## src/rtl/gpio_bank_pkg.sv

```systemverilog
package gpio_bank_pkg;

  localparam int WORD_W      = 32;
  localparam int SET_PINS    = 32;
  localparam int HALF_PINS   = 16;
  localparam int FIRST_WORD  = 4;   // byte 0x10
  localparam int STRIDE_WORD = 10;  // byte 0x28
  localparam int BANKEN_WORD = 2;   // byte 0x08

  typedef enum logic [3:0] {
    W_DIR   = 4'd0,
    W_OUT   = 4'd1,
    W_SET   = 4'd2,
    W_CLR   = 4'd3,
    W_IN    = 4'd4,
    W_SRISE = 4'd5,
    W_CRISE = 4'd6,
    W_SFALL = 4'd7,
    W_CFALL = 4'd8,
    W_STAT  = 4'd9
  } setWord_e;

  typedef struct packed {
    logic wrDir;
    logic wrOut;
    logic setOut;
    logic clrOut;
    logic setRise;
    logic clrRise;
    logic setFall;
    logic clrFall;
    logic clrStat;
  } setStrobe_t;

endpackage

```

## src/rtl/gpio_bank_decode.sv

```systemverilog
module gpio_bank_decode
  import gpio_bank_pkg::*;
#(
  parameter int NUM_SETS = 2,
  parameter int ADDR_W   = 8,
  localparam int NB      = 2 * NUM_SETS,
  localparam int WA_W    = ADDR_W - 2
) (
  input  logic              clk,
  input  logic              rstN,
  input  logic              busWr,
  input  logic              busRd,
  input  logic [ADDR_W-1:0] busAddr,
  input  logic [NB-1:0]     enWdata,
  input  logic [WORD_W-1:0] setRdVal [NUM_SETS],
  output setStrobe_t        stb [NUM_SETS],
  output setWord_e          rdWord,
  output logic [NB-1:0]     bankEn,
  output logic [WORD_W-1:0] busRdata
);

  logic [WA_W-1:0]   wordAddr;
  logic              aligned;
  logic [NUM_SETS-1:0] hitVec;
  logic              isBankEn;
  logic [WORD_W-1:0] rdNext;

  assign wordAddr = busAddr[ADDR_W-1:2];
  assign aligned  = (busAddr[1:0] == 2'b00);
  assign isBankEn = aligned && (wordAddr == WA_W'(BANKEN_WORD));

  // address decode: which set, which word inside it
  always_comb begin
    logic [WA_W-1:0] rel;
    hitVec = '0;
    rdWord = W_DIR;
    rel    = '0;
    for (int s = 0; s < NUM_SETS; s++) begin
      rel = wordAddr - WA_W'(FIRST_WORD + STRIDE_WORD * s);
      if (aligned && wordAddr >= WA_W'(FIRST_WORD + STRIDE_WORD * s)
          && wordAddr < WA_W'(FIRST_WORD + STRIDE_WORD * s + STRIDE_WORD)) begin
        hitVec[s] = 1'b1;
        rdWord    = setWord_e'(rel[3:0]);
      end
    end
  end

  // per-set write strobes
  always_comb begin
    for (int s = 0; s < NUM_SETS; s++) begin
      stb[s] = '0;
      if (busWr && hitVec[s]) begin
        unique case (rdWord)
          W_DIR:   stb[s].wrDir   = 1'b1;
          W_OUT:   stb[s].wrOut   = 1'b1;
          W_SET:   stb[s].setOut  = 1'b1;
          W_CLR:   stb[s].clrOut  = 1'b1;
          W_SRISE: stb[s].setRise = 1'b1;
          W_CRISE: stb[s].clrRise = 1'b1;
          W_SFALL: stb[s].setFall = 1'b1;
          W_CFALL: stb[s].clrFall = 1'b1;
          W_STAT:  stb[s].clrStat = 1'b1;
          default: ;
        endcase
      end
    end
  end

  always_comb begin
    rdNext = '0;
    if (isBankEn) rdNext[NB-1:0] = bankEn;
    for (int s = 0; s < NUM_SETS; s++)
      if (hitVec[s]) rdNext = setRdVal[s];
  end

  always_ff @(posedge clk or negedge rstN) begin
    if (!rstN) begin
      bankEn   <= '0;
      busRdata <= '0;
    end else begin
      if (busWr && isBankEn) bankEn <= enWdata;
      if (busRd) busRdata <= rdNext;
    end
  end

  a_r9_single_set_hit: assert property (@(posedge clk) disable iff (!rstN)
    $onehot0(hitVec));

  a_r9_unmapped_reads_zero: assert property (@(posedge clk) disable iff (!rstN)
    (busRd && hitVec == '0 && !isBankEn) |=> (busRdata == '0));

  a_r10_rdata_holds: assert property (@(posedge clk) disable iff (!rstN)
    !busRd |=> $stable(busRdata));

endmodule

```

## src/rtl/gpio_set_dp.sv

```systemverilog
module gpio_set_dp
  import gpio_bank_pkg::*;
#(
  parameter int SYNC_STAGES = 2
) (
  input  logic                clk,
  input  logic                rstN,
  input  setStrobe_t          stb,
  input  logic [WORD_W-1:0]   wdata,
  input  setWord_e            rdWord,
  input  logic [SET_PINS-1:0] pinIn,
  output logic [SET_PINS-1:0] pinOut,
  output logic [SET_PINS-1:0] pinOe,
  output logic [WORD_W-1:0]   rdVal,
  output logic [1:0]          halfPend
);

  localparam int LAST = SYNC_STAGES - 1;

  logic [SET_PINS-1:0] dirQ, outQ, riseEn, fallEn, statQ, prevQ;
  logic [SET_PINS-1:0] syncQ [SYNC_STAGES];
  logic [SET_PINS-1:0] lvl, riseHit, fallHit, edgeHit, clrMask;

  // input synchronizer chain
  always_ff @(posedge clk or negedge rstN) begin
    if (!rstN) begin
      for (int i = 0; i < SYNC_STAGES; i++) syncQ[i] <= '0;
      prevQ <= '0;
    end else begin
      syncQ[0] <= pinIn;
      for (int i = 1; i < SYNC_STAGES; i++) syncQ[i] <= syncQ[i-1];
      prevQ <= syncQ[LAST];
    end
  end

  assign lvl     = syncQ[LAST];
  assign riseHit = lvl & ~prevQ & riseEn;
  assign fallHit = ~lvl & prevQ & fallEn;
  assign edgeHit = riseHit | fallHit;
  assign clrMask = stb.clrStat ? wdata : '0;

  always_ff @(posedge clk or negedge rstN) begin
    if (!rstN) begin
      dirQ   <= '1;
      outQ   <= '0;
      riseEn <= '0;
      fallEn <= '0;
      statQ  <= '0;
    end else begin
      if (stb.wrDir) dirQ <= wdata;
      if (stb.wrOut)       outQ <= wdata;
      else if (stb.setOut) outQ <= outQ | wdata;
      else if (stb.clrOut) outQ <= outQ & ~wdata;
      if (stb.setRise)      riseEn <= riseEn | wdata;
      else if (stb.clrRise) riseEn <= riseEn & ~wdata;
      if (stb.setFall)      fallEn <= fallEn | wdata;
      else if (stb.clrFall) fallEn <= fallEn & ~wdata;
      // a fresh edge wins over a simultaneous clear
      statQ <= (statQ & ~clrMask) | edgeHit;
    end
  end

  always_comb begin
    unique case (rdWord)
      W_DIR:        rdVal = dirQ;
      W_OUT, W_SET: rdVal = outQ;
      W_IN:         rdVal = lvl;
      W_SRISE:      rdVal = riseEn;
      W_SFALL:      rdVal = fallEn;
      W_STAT:       rdVal = statQ;
      default:      rdVal = '0;
    endcase
  end

  assign pinOut   = outQ;
  assign pinOe    = ~dirQ;
  assign halfPend = {|statQ[SET_PINS-1:HALF_PINS], |statQ[HALF_PINS-1:0]};

  a_r3_set_mask: assert property (@(posedge clk) disable iff (!rstN)
    stb.setOut |=> ((pinOut & $past(wdata)) == $past(wdata)));

  a_r3_clr_mask: assert property (@(posedge clk) disable iff (!rstN)
    stb.clrOut |=> ((pinOut & $past(wdata)) == '0));

  a_r6_no_spurious: assert property (@(posedge clk) disable iff (!rstN)
    1'b1 |=> ((statQ & ~$past(statQ) & ~$past(riseEn | fallEn)) == '0));

  a_r6_sticky: assert property (@(posedge clk) disable iff (!rstN)
    !stb.clrStat |=> ((statQ & $past(statQ)) == $past(statQ)));

  a_r7_w1c: assert property (@(posedge clk) disable iff (!rstN)
    stb.clrStat |=> ((statQ & $past(wdata) & ~$past(edgeHit)) == '0));

endmodule

```

## src/rtl/gpio_bank_ctrl.sv

```systemverilog
module gpio_bank_ctrl
  import gpio_bank_pkg::*;
#(
  parameter int NUM_SETS    = 2,
  parameter int ADDR_W      = 8,
  parameter int SYNC_STAGES = 2,
  localparam int NP         = SET_PINS * NUM_SETS,
  localparam int NB         = 2 * NUM_SETS
) (
  input  logic              clk,
  input  logic              rstN,
  input  logic              busWr,
  input  logic              busRd,
  input  logic [ADDR_W-1:0] busAddr,
  input  logic [WORD_W-1:0] busWdata,
  output logic [WORD_W-1:0] busRdata,
  input  logic [NP-1:0]     pinIn,
  output logic [NP-1:0]     pinOut,
  output logic [NP-1:0]     pinOe,
  output logic [NB-1:0]     bankIrq
);

  setStrobe_t        stb [NUM_SETS];
  setWord_e          rdWord;
  logic [NB-1:0]     bankEn;
  logic [WORD_W-1:0] setRdVal [NUM_SETS];
  logic [NB-1:0]     pend;

  gpio_bank_decode #(.NUM_SETS(NUM_SETS), .ADDR_W(ADDR_W)) u_decode (
    .clk(clk), .rstN(rstN), .busWr(busWr), .busRd(busRd), .busAddr(busAddr),
    .enWdata(busWdata[NB-1:0]), .setRdVal(setRdVal), .stb(stb),
    .rdWord(rdWord), .bankEn(bankEn), .busRdata(busRdata)
  );

  for (genvar s = 0; s < NUM_SETS; s++) begin : g_set
    gpio_set_dp #(.SYNC_STAGES(SYNC_STAGES)) u_dp (
      .clk(clk), .rstN(rstN), .stb(stb[s]), .wdata(busWdata), .rdWord(rdWord),
      .pinIn(pinIn[s*SET_PINS +: SET_PINS]),
      .pinOut(pinOut[s*SET_PINS +: SET_PINS]),
      .pinOe(pinOe[s*SET_PINS +: SET_PINS]),
      .rdVal(setRdVal[s]), .halfPend(pend[2*s +: 2])
    );
  end

  assign bankIrq = bankEn & pend;

endmodule

```

## config.mk

```make
export PLATFORM = sky130hd
export DESIGN_NAME = gpio_bank_ctrl
export DESIGN_NICKNAME = d
export VERILOG_FILES = /design/src/rtl/gpio_bank_pkg.sv /design/src/rtl/gpio_bank_decode.sv /design/src/rtl/gpio_set_dp.sv /design/src/rtl/gpio_bank_ctrl.sv
export SDC_FILE = /design/constraint.sdc
export NUM_CORES = 1
export LEC_CHECK = 0
export BUFFER_PORTS_ARGS = -buffer_cell sky130_fd_sc_hd__buf_4
export CAP_MARGIN = 10
export CORE_ASPECT_RATIO = 2
export CORE_MARGIN = 2
export CORE_UTILIZATION = 45
export CTS_CLUSTER_SIZE = 12
export DETAILED_ROUTE_END_ITERATION = 8
export SLEW_MARGIN = 20
export SYNTH_ARGS = -nofsm -noshare
export SYNTH_HDL_FRONTEND = slang
export SYNTH_SLANG_ARGS = --single-unit
```

## constraint.sdc

```tcl
create_clock -name clk -period 2.5 [get_ports clk]
set_clock_uncertainty 0.15 [all_clocks]
set_input_delay 0.375 -clock clk [delete_from_list [all_inputs] [get_ports clk]]
set_output_delay 0.375 -clock clk [all_outputs]
set_load 0.02 [all_outputs]
```

Word level (Yosys, flattened, before mapping)

Cells that the tools add are included.

Flip-flop bits (word level): 548
Bits of input ports: 108
Output and inout port bits: 164

Add/sub/neg operators: 2
Order comparisons: 4
Equal/unequal tests: 10
Mux-type cells: 36
Bitwise gates (word level): 36
Reduce and logical (&&, ||, !) cells: 21

Operators with widths:

| cell                                                                                | number |
|---|---|
| 32-bit 2-to-1 mux                                                                   | 18 |
| 32-bit bitwise AND                                                                  | 16 |
| 32-bit one-hot mux with 6 select lines                                              | 2 |
| 32-bit OR                                                                           | 10 |
| 32-bit inverter                                                                     | 9 |
| 16-bit OR reduction                                                                 | 4 |
| 9-bit 2-to-1 mux                                                                    | 2 |
| 4-bit by 3-bit equality test with 1-bit output, second input constant               | 4 |
| 4-bit 2-to-1 mux                                                                    | 3 |
| 1-bit 2-to-1 mux                                                                    | 11 |
| 4-bit by 2-bit equality test with 1-bit output, second input constant               | 2 |
| 4-bit equality test, second input constant                                          | 2 |
| 1-bit logical AND                                                                   | 8 |
| 2-bit nonzero test                                                                  | 4 |
| 6-bit by 2-bit equality test with 1-bit output, second input constant               | 1 |
| 6-bit by 3-bit greater-or-equal comparator with 1-bit output, second input constant | 1 |
| 6-bit by 4-bit greater-or-equal comparator with 1-bit output, second input constant | 1 |
| 6-bit by 4-bit < comparator with 1-bit output, second input constant                | 1 |
| 6-bit by 5-bit < comparator with 1-bit output, second input constant                | 1 |
| 3-bit nonzero test                                                                  | 2 |
| 4-bit bitwise AND                                                                   | 1 |
| 4-bit by 1-bit equality test with 1-bit output, second input constant               | 1 |
| 4-bit zero test                                                                     | 1 |
| 4-bit by 3-bit subtractor with 4-bit output, second input constant                  | 1 |
| 3 further kinds                                                                     | 3 |

Depth between registers and ports, before layout

Depth after elaboration: 12
Depth in mapped cells: 14
Depth with buffers taken out: 10

Cells and area by module

Synthesis repeated with hierarchy kept, for this count alone.

Cell total of the unflattened synthesis: 2261
Area total of the unflattened synthesis: 24290.8 µm²

Modules (own cells, without submodules):

| module                      | instances | cells an instance | area each (µm²) | seq. area each (µm²) |
|---|---|---|---|---|
| gpio_set_dp (g_set[1].u_dp) | 1         | 1012              | 11059.4         | 6446.2 |
| gpio_set_dp (g_set[0].u_dp) | 1         | 1013              | 11044.3         | 6446.2 |
| gpio_bank_decode            | 1         | 232               | 2162.1          | 900.9 |
| gpio_bank_ctrl              | 1         | 4                 | 25.0            | 0.0 |

Least setup slack after synthesis

OpenSTA, ideal clock, no wires.

Path type: input port to flip-flop
Start: input busAddr[5]
End: register u_decode.busRdata[28]
Setup time: 122 ps
Arrival: 2913 ps
Path slack: -685 ps
Cell stages on the path: 13
Path through: buf_6 inv_1 ha_1 inv_1 o2111ai_2 o32ai_2 and2_1 buf_6 buf_6 a221o_1 a2111oi_2 o22ai_1 a32o_1

Word-level cells in the longest chain between the ends: 10
Elaborated cells on any way between the ends: 26

RTL lines:

| element                                                                                                          | RTL line               | text |
|---|---|---|
| start: declaration                                                                                               | gpio_bank_ctrl.sv:14   | `input logic [ADDR_W-1:0] busAddr,` |
| 6-bit by 3-bit greater-or-equal comparator with 1-bit output                                                     | gpio_bank_decode.sv:40 | `if (aligned && wordAddr >= WA_W'(FIRST_WORD + STRIDE_WORD * s)` |
| 1-bit logical AND                                                                                                | gpio_bank_decode.sv:40 |  |
| 1-bit logical AND                                                                                                | gpio_bank_decode.sv:41 | `&& wordAddr < WA_W'(FIRST_WORD + STRIDE_WORD * s + STRIDE_WORD)) begin` |
| 4-bit 2-to-1 mux (2 in a row)                                                                                    | gpio_bank_decode.sv:40 |  |
| 4-bit by 1-bit equality test with 1-bit output or 4-bit by 2-bit equality test with 1-bit output (tied branches) | gpio_set_dp.sv:64      | `unique case (rdWord)` |
| 2-bit OR reduction                                                                                               | gpio_set_dp.sv:64      |  |
| 32-bit one-hot mux with 6 select lines                                                                           | gpio_set_dp.sv:64      |  |
| 32-bit 2-to-1 mux                                                                                                | gpio_bank_decode.sv:73 | `if (hitVec[s]) rdNext = setRdVal[s];` |
| 32-bit 2-to-1 mux (*)                                                                                            | gpio_bank_decode.sv:73 |  |
| end signal: assignment                                                                                           | gpio_bank_decode.sv:82 | `if (busRd) busRdata <= rdNext;` |
| end: declaration                                                                                                 | gpio_bank_decode.sv:19 | `output logic [WORD_W-1:0] busRdata` |

Every way passes the cells marked *; elsewhere a longest branch is shown, timed or not.
A chain may end at the register's enable or synchronous reset.

Worst setup path after layout

Start: input busAddr[4]
End: register u_decode.busRdata[27]

Same word-level chain as after synthesis.

==> summary.md <==
| Metric | Value |
|---|---|
| Setup ws final | `-0.09239 ns` |
| Max-slew violations | `0` |
| Main synth FF type | `dfrtp_1` |
| Clock Latency Late Sink | `0.62 ns` |
| IO Port Bufs | `271` |
| Slew headroom | `0.4756` |
| DP HPWL | `60.89 mm` |
| Final antenna diode count | `0` |
| CP max FO | `6` |
| Sequential area share after synthesis | `0.5893` |
| Mapped Cells | `2122` |
| # clock sinks | `548` |
| Crit path kind | `input pin to flip-flop` |
| NumNets Final | `2790` |
| Power Dens Cells | `663.1 mW/mm^2` |
| Most common cell after layout, fill and taps aside | `dfrtp_1` |
| Count of yosys warnings during synthesis | `0` |
| Status | `finished, violations left` |
| Vias in the first global route | `21180` |
| Multiplexer share of the synthesized area | `0.003208` |
| P&R area growth vs syn | `40.58%` |
| Max incr delay on CP | `0.42 ns` |
| Starting density of the core | `0.4542` |
| Worst r2r path cells | `6` |
| Largest family of logic cells by synthesized area | `compound AO/OA/AOI/OAI gates` |
| Post-Synth Simple-Gate Area | `0.1220` |
| Critical path data required time | `2.84 ns` |
| GR Util All Layers | `0.3259` |
| Longest Clk Path Bufs | `3` |
| DR iter-0 viols | `1697` |
| Routability Congestion | `0.9351` |
| Total core area | `0.05153 sq mm` |
| First-pass GRT wire length | `130.8 mm` |
| Crit path DAT | `2.94 ns` |
| Static Leak | `14.03 nW` |
| Avg Synthesized Cell Area | `11.03 sq um` |
| Reg clk slew, reported paths | `0.06 ns` |
| Number of buffers and inverters on the critical path | `3` |
| Largest cells by area after synthesis | `dfrtp_1 (52%), a22o_1 (8.4%), dfstp_2 (7.2%), nand2_1 (6.5%), o21ai_0 (3.5%)` |
| RSZ-0062 raised after global routing | `true` |
| Setup violations, final | `20` |
| Fill cells | `4031` |
| Rows | `118` |
| Mapped cell area | `0.02340 sq mm` |
| Synth top area share | `0.5175` |
| Final hold vios | `0` |
| RR Endpoint | `u_decode.busRdata[31]` |
| CP Launch Type | `input pin` |
| R2R Setup Slk | `0.54 ns` |
| Adder-cell share of the synthesized area | `0.002138` |
| Worst-Margin Slew | `0.7858 ns` |
| Via density per instance | `6.079` |
| DRC Markers | `0` |
| Initial antenna violation count | `0` |
| Post-synth EDFFs | `0` |
| Reg area | `0.01380 sq mm` |
| R2r startpoint | `g_set[1].u_dp.dirQ[31]` |
| Hold crit path type | `input pin to flip-flop` |
| Violated checks | `setup timing` |
| Drt wl/cell | `26.73 um` |
| Io pins | `272` |
| Num CTS Buffers | `53` |
| Commonest cells after routing, fill and taps aside | `dfrtp_1 (482), buf_4 (439), nand2_1 (378)` |
| Post-Syn Nets | `2234` |
| Cell family contributing the most delay on the critical path | `compound AO/OA/AOI/OAI gates` |
| Final Util | `0.6386` |
| Complex-gate fraction of the synthesized area | `0.2404` |
| Die ar. | `0.05396 sq mm` |
| Yosys top cell by area | `dfrtp_1` |
| Final min period | `2.592 ns` |
| Fraction of layout cells with a size suffix above 1 | `0.3243` |
| VDD IR max | `704.0 uV` |
| Die height | `326.5 um` |
| Total grt overflow | `0` |
| Die width | `165.3 um` |
| Pre-antenna DRT Iters | `5` |
| Max Clk Rate | `0.3857 GHz` |
| Pin count of the biggest net entering global routing | `83` |
| Yosys cell types | `71` |
| Multi-input gate area | `0.01007 sq mm` |
| Root buffer cell | `clkbuf_16` |
| Routed Antenna Nets | `0` |
| Xor and xnor fraction of the mapped netlist area | `0.0003742` |
| CTS tree | `yes` |
| Worst hold margin | `0.02689 ns` |
| Most used cell, CP | `buf_6` |
| Final WL | `90.35 mm` |
| CP cell instances | `buf_6 -> ha_2 -> a211o_1 -> o2111ai_1 -> o31ai_4 -> and2_4 -> buf_6 -> clkbuf_16 -> a2111oi_4 -> o22ai_1 -> a32o_1` |
| Nature of the critical path endpoint | `flip-flop` |
| Hold_sp | `busWr` |
| WHS Path Cells | `3` |
| H-tree levels | `2` |
| Final Cycle Share | `1.037` |
| Post-synth ARST share | `1.000` |
| Flops & latches, synth | `548` |
| Via count | `20550` |
| Max-cap viol count | `0` |
| Slowest cell on the critical path | `o2111ai_1` |
## tightest hold or removal path, cell delays in order
cell and delay, ns:
buf_4 0.15, nand3_1 0.14, o21ai_1 0.07
## layout make-up
class	count	share of cell area
Clock buffer	91	0.04556
Clock inverter	6	0.003232
Inverter	74	0.008594
Multi-Input combinational cell	1347	0.3062
Sequential cell	548	0.4193
Tap cell	660	0.02510
Timing Repair Buffer	654	0.1920
## how the worst max path moves through the flow
stage                    start               endpoint  slack (ns)  cells past startpoint
floorplan           busAddr[5]  u_decode.busRdata[14]       -0.41                     10
global placement    busAddr[4]   u_decode.busRdata[4]       -0.78                     12
detailed placement  busAddr[4]  u_decode.busRdata[28]       -0.86                     15
CTS                 busAddr[4]   u_decode.busRdata[4]       -0.08                     14
global route        busAddr[4]  u_decode.busRdata[27]       -0.16                     11
finish              busAddr[4]  u_decode.busRdata[27]       -0.09                     11
## cell families after synthesis
group | count (synthesis)
flip-flops | 548
AND/OR/NAND/NOR | 604
XOR/XNOR | 1
AO/OA/AOI/OAI | 731
buffers and inverters | 227
adder cells (fa/ha/maj) | 4
multiplexers | 7
## synth_stat cells, types with 21 or more instances
library cell / instances
a221o_1: 27
a211oi_1: 24
a22o_1: 224
nand3_1: 21
a22oi_1: 41
dfstp_2: 64
inv_1: 74
nand2_1: 403
buf_2: 33
a21oi_1: 28
o211ai_1: 66
nand3b_1: 67
nand2b_1: 23
clkbuf_1: 103
o21ai_0: 163
dfrtp_1: 484
## metrics by stage
step	power [mW]	cell area, sq um	cells	TNS, ns	worst slack, ns
after global routing	22.60	32900	3380	-2.720	-0.1563
final	21.82	32900	3380	-0.8519	-0.09239
after CTS	21.64	31520	3333	-0.6601	-0.08445
after detailed placement	13.60	28500	3125	-188.30	-0.8634
after global placement	13.55	28500	3125	-183.12	-0.7842
after floorplan	11.83	24020	2122	-36.05	-0.4059
## timing repair
action / 4_1_cts / 5_1_grt
pin swaps: 33 / 86
endpoints found under the setup margin: 32 / 260
cloned: 0 / 10
setup buffers: 15 / 38
hold buffers: 97 / 0
gates resized for setup: 51 / 124
endpoints found under the hold margin: 561 / 0
## per-layer routing
metal	routed length (um)	global-route usage
met4	6351	0.1868
met2	47230	0.5840
met5	0	0
met1	31580	0.3653
met3	5187	0.04317
## report_power, final
group	switching (mW)	internal, mW	total [mW]
clock	3.52	4.28	7.80
sequential	0.482	9.65	10.1
combinational	2.10	1.79	3.88
Note: power is estimated with default switching activity, not from simulation.
